File: src/rtl/bitband_bridge.sv
module bitband_bridge #(
  parameter logic [31:0] ALIAS0  = 32'h2200_0000,
  parameter logic [31:0] BASE0   = 32'h2000_0000,
  parameter logic [31:0] ALIAS1  = 32'h4200_0000,
  parameter logic [31:0] BASE1   = 32'h4000_0000,
  parameter int          SPAN_LG = 25
) (
  input  logic        clk,
  input  logic        rst_n,
  input  logic        s_req,
  input  logic        s_we,
  input  logic [1:0]  s_size,
  input  logic [31:0] s_addr,
  input  logic [31:0] s_wdata,
  output logic        s_ready,
  output logic [31:0] s_rdata,
  output logic        m_req,
  output logic        m_we,
  output logic        m_lock,
  output logic [1:0]  m_size,
  output logic [31:0] m_addr,
  output logic [31:0] m_wdata,
  input  logic        m_ready,
  input  logic [31:0] m_rdata
);
  localparam logic [31:0] OFF_MASK = (32'd1 << SPAN_LG) - 32'd1;

  typedef enum logic [2:0] {ST_IDLE, ST_FETCH, ST_STORE, ST_PASS, ST_DONE} st_t;
  st_t st;

  logic [31:0] r_addr, r_wdata, r_rdata;
  logic [1:0]  r_size;
  logic [4:0]  r_bit;
  logic        r_we, r_set, r_alias;

  function automatic logic [31:0] size_mask(logic [1:0] s);
    case (s)
      2'd0:    return 32'h0000_00FF;
      2'd1:    return 32'h0000_FFFF;
      default: return 32'hFFFF_FFFF;
    endcase
  endfunction

  wire        hit0    = s_addr[31:SPAN_LG] == ALIAS0[31:SPAN_LG];
  wire        hit1    = s_addr[31:SPAN_LG] == ALIAS1[31:SPAN_LG];
  wire        is_word = s_size[1];
  wire        is_half = s_size == 2'd1;
  wire [31:0] raw_bk  = (hit0 ? BASE0 : BASE1) | ((s_addr & OFF_MASK) >> 5);
  wire [31:0] bk_addr = raw_bk & ~{30'd0, is_word, is_word | is_half};
  wire [4:0]  bk_bit  = s_addr[6:2] & {is_word, is_word | is_half, 3'b111};

  wire        hs      = m_req && m_ready;
  wire [31:0] bmask   = 32'd1 << r_bit;
  wire [31:0] merged  = (m_rdata & size_mask(r_size) & ~bmask) | (r_set ? bmask : 32'd0);

  assign m_req   = (st == ST_FETCH) || (st == ST_STORE) || (st == ST_PASS);
  assign m_we    = (st == ST_STORE) || ((st == ST_PASS) && r_we);
  assign m_lock  = (st == ST_STORE) || ((st == ST_FETCH) && r_we);
  assign m_addr  = r_addr;
  assign m_size  = r_size;
  assign m_wdata = r_wdata;
  assign s_ready = st == ST_DONE;
  assign s_rdata = r_rdata;

  always_ff @(posedge clk) begin
    if (!rst_n) begin
      st      <= ST_IDLE;
      r_addr  <= '0;
      r_wdata <= '0;
      r_rdata <= '0;
      r_size  <= '0;
      r_bit   <= '0;
      r_we    <= 1'b0;
      r_set   <= 1'b0;
      r_alias <= 1'b0;
    end else begin
      case (st)
        ST_IDLE: if (s_req) begin
          r_we    <= s_we;
          r_size  <= s_size;
          r_alias <= hit0 || hit1;
          r_set   <= s_wdata[0];
          r_bit   <= bk_bit;
          if (hit0 || hit1) begin
            r_addr <= bk_addr;
            st     <= ST_FETCH;
          end else begin
            r_addr  <= s_addr;
            r_wdata <= s_wdata;
            st      <= ST_PASS;
          end
        end
        ST_FETCH: if (hs) begin
          if (r_we) begin
            r_wdata <= merged;
            st      <= ST_STORE;
          end else begin
            r_rdata <= {31'd0, m_rdata[r_bit]};
            st      <= ST_DONE;
          end
        end
        ST_STORE: if (hs) begin
          r_rdata <= '0;
          st      <= ST_DONE;
        end
        ST_PASS: if (hs) begin
          r_rdata <= m_rdata;
          st      <= ST_DONE;
        end
        default: st <= ST_IDLE;
      endcase
    end
  end


  rmw_lock_chk: assert property (@(posedge clk) disable iff (!rst_n)
    (m_req && m_ready && m_lock && !m_we) |=> (m_req && m_we && m_lock));

  unlock_after_store_chk: assert property (@(posedge clk) disable iff (!rst_n)
    (m_req && m_ready && m_lock && m_we) |=> !m_lock);

  store_same_loc_chk: assert property (@(posedge clk) disable iff (!rst_n)
    (m_req && m_ready && m_lock && !m_we) |=> ($stable(m_addr) && $stable(m_size)));

  ready_pulse_chk: assert property (@(posedge clk) disable iff (!rst_n)
    s_ready |=> !s_ready);

  req_hold_chk: assert property (@(posedge clk) disable iff (!rst_n)
    (m_req && !m_ready) |=> (m_req && $stable(m_addr) && $stable(m_we)));

  rd_bit_only_chk: assert property (@(posedge clk) disable iff (!rst_n)
    (s_ready && r_alias && !r_we) |-> (s_rdata[31:1] == 31'd0));

  word_align_chk: assert property (@(posedge clk) disable iff (!rst_n)
    (m_req && r_alias && m_size == 2'd2) |-> (m_addr[1:0] == 2'd0));
endmodule

File: config.mk
export PLATFORM = sky130hd
export DESIGN_NAME = bitband_bridge
export DESIGN_NICKNAME = d
export VERILOG_FILES = /design/src/rtl/bitband_bridge.sv
export SDC_FILE = /design/constraint.sdc
export NUM_CORES = 1
export LEC_CHECK = 0
export BUFFER_PORTS_ARGS = -buffer_cell sky130_fd_sc_hd__buf_2
export CAP_MARGIN = 0
export CORE_UTILIZATION = 40
export DETAILED_ROUTE_END_ITERATION = 8
export PLACE_DENSITY_LB_ADDON = 0.2
export SYNTH_ARGS = -nofsm -noshare
export SYNTH_HDL_FRONTEND = slang
export SYNTH_SLANG_ARGS = --single-unit
export TNS_END_PERCENT = 50
File: constraint.sdc
create_clock -name clk -period 1.6 [get_ports clk]
set_clock_uncertainty 0.05 [all_clocks]
set_input_delay 0.4 -clock clk [delete_from_list [all_inputs] [get_ports clk]]
set_output_delay 0.4 -clock clk [all_outputs]
set_load 0.03 [all_outputs]
==> results.yml <==
run_status:
  status: "finished, violations left"
  violations: "negative setup slack"
critical_path:
  cp.arrival_ns: 2.09
  crit_type: "reg2reg"
  cp_max_fo: 8
  crit_required_ns: 1.83
  r2r_slack_ns: -0.26
  slowest_delay_ns: 0.42
  cp_cell_sequence: "or3_4 -> o22ai_4 -> buf_6 -> clkbuf_16 -> nand3_1 -> o21ai_1"
  critPathSlowestCell: "or3_4"
  worstSetupEndpointType: "flip-flop"
  start_kind: "flip-flop"
synthesis:
  synth_adder_area_share_pct: 0
  ys_async_sr_fraction_pct: 0
  ys_types: 47
  synth_top_area_cell: "dfxtp_1"
  yosys.area.top_type_share_pct: 39.1
  synthMuxAreaShare_pct: 6.12
  synth_compound_area_share_pct: 27.2
  netlist_top_cells_count: "nand2_1 (124), dfxtp_1 (108), nand3_1 (72)"
  avgSynthCellArea_um2: 8.06
  syn-cell-area_um2: 5520
  synth_cells: 685
  synth_most_common_cell: "nand2_1"
  yosysSeqAreaShare_pct: 39.1
  synth_xor_xnor_area_share_pct: 0.159
  ys_warn_count: 0
  synth_area_leaders: "dfxtp_1 (39%), nand2_1 (8.4%), a21boi_0 (6.8%)"
  synth_flop_cell: "dfxtp_1"
  synth_edf_count: 0
  synth_top_family_by_area: "compound AO/OA/AOI/OAI gates"
  synth_fp_nets: 788
  synthSimpleGateAreaFrac_pct: 21.9
  synth-seq-cells: 108
routing:
  vias: 6319
  drt-total-wl_um: 20300
  post-route-drc-count: 0
  drtIter0Drc: 554
  vias_per_cell: 5.72
  drt_first_pass_iters: 5
  wl_per_cell_um: 18.4
  final_antenna_net_count: 0
clock_network:
  cts_tree: "done"
  cts.clk_slew.worst_paths_ns: 0.07
  holdBufCountCts: 0
  clock_path_buffers: 2
  clk_latency_ns: 0.35
  cts_inserted_buffers: 9
  cts_num_sinks: 108
  cts_root_buffer: "clkbuf_16"
  h-tree-depth: 3
placement:
  dp_hpwl_um: 13600
  gp_congestion: 0.916
  placed_cell_area_um2: 7160
  io_buffer_count: 204
  dp_cells: 1066
pwr:
  p_leak_uw: 0.00374
  p_total_uw: 8130
  peakVddDrop_mv: 0.568
  power_density_nw_per_um2: 980
worst_hold_path:
  hold_path_class: "in2reg"
grt:
  grt_pass1_wl_um: 28800
  grt_pass1_vias: 5571
  antenna_found_initial: 1
  grtUsageTotal_pct: 25.4
  overflow: 0
  grt_max_degree: 77
timing:
  setup_viol: 56
  final_hold_viol_count: 0
  layout_setup_ws_ns: -0.258
  fin_crit_sh_pct: 116
  worst_pin_slew_ns: 0.495
  finalSetupTns_ns: -5.96
  drv_slew: 0
  slew_headroom_pct: 67.0
  rsz0062_at_grt: "yes"
  period_minus_slack_ns: 1.86
  max_clock_freq_ghz: 0.538
floorplan:
  std_cell_rows: 42
  die_h_um: 120
  start_util_pct: 41.4
  die_w_um: 120
  ios: 205
  core_area_um2: 13300
  die_area_um2: 14300
final_layout:
  final_core_util_pct: 62.2
  layout.cells.non_filler: 1105
  final_nets: 1028
  drive_gt1_share_pct: 42.9
  area_growth_pct: 50.2
  fin_area_um2: 8300
job:
  maxCapViolations: 0
state kept, by name, indices dropped and copies added, names as in the netlist:
register / cells
r_bit: 5
m_size: 2
r_we: 1
st: 3
s_rdata: 32
r_set: 1
m_addr: 32
m_wdata: 32
path summary, 6_finish.rpt:
kind	startpoint	end	cells past startpoint
min reg2reg	s_rdata[8]$_SDFFE_PN0P_	s_rdata[8]$_SDFFE_PN0P_	2
max reg2reg	st[1]$_SDFFE_PN0P_	m_wdata[26]$_SDFFE_PN0P_	6
min	s_we	r_we$_SDFFE_PN0P_	3
max	st[1]$_SDFFE_PN0P_	m_wdata[26]$_SDFFE_PN0P_	6
critical path, delay by kind of cell, from the launching register on:
kind / cells / cell delay, ns
buffers and inverters: 2 / 0.36
DFF: 1 / 0.33
AOI/OAI and AO/OA: 2 / 0.53
and+or+nand+nor: 2 / 0.51
area by class of cell:
type	instances	area (um2)
Clock inverter	4	51.3
Tap cell	176	220
Antenna cell	1	2.50
Sequential cell	108	2180
Fill cell	1145	5050
Clock buffer	10	229
Timing Repair Buffer	297	2110
Multi-Input combinational cell	507	3500
Inverter	2	7.51
layer usage:
metal  global-route usage (%)  vias to the layer above  share of wire (%)
met5                        0                        -                  0
met4                     9.14                        0                2.6
met3                     5.42                       43                7.3
met2                     39.2                      301                 48
met1                     34.8                     3018                 42
li1                         -                     2957                  -
where the power goes:
part	total, uW	switching, uW	internal, uW
Clock	2220	1020	1200
Sequential	3100	173	2930
Combinational	2810	1640	1170
Total	8130	2830	5300
cell families (layout without fill, tap and decap cells):
family	after synthesis	in the layout
simple gates	260	260
compound gates	215	215
flops	108	108
buf+inv	70	313
mux	31	31
xor+xnor	1	1
other cells	0	1
per-stage QoR:
stage | setup WS, ns | hold WS (ns)
2_1_floorplan | -0.0755 | 0.429
3_3_place_gp | -0.125 | 0.397
3_5_place_dp | -0.234 | 0.407
4_1_cts | -0.212 | 0.241
5_1_grt | -0.322 | 0.259
6_report | -0.258 | 0.252
placed cells by master, fill, tap and decap left out, types with 5 or more instances in the layout:
cell type,count
a211oi_1,7
a21boi_0,50
a21oi_1,29
a221oi_2,7
and3_1,5
buf_12,15
buf_2,198
buf_4,60
buf_6,14
clkbuf_16,15
dfxtp_1,100
dfxtp_2,6
mux2i_1,27
nand2_1,122
nand3_1,57
nand3_2,10
nand3_4,5
nor2_1,10
nor2b_1,11
o211a_1,18
o21ai_0,22
o21ai_1,19
o21ai_2,8
o221ai_1,9
o221ai_2,6
o31ai_1,5
o31ai_2,9
timing repair:
| action | 4_1_cts | 5_1_grt |
|---|---|---|
| setup buffers | 2 | 14 |
| gates cloned | 3 | 8 |
| pin swaps | 3 | 26 |
| gates resized for setup | 36 | 108 |
| setup endpoints to repair | 38 | 109 |
No activity file was read; power rests on OpenSTA's default activity.
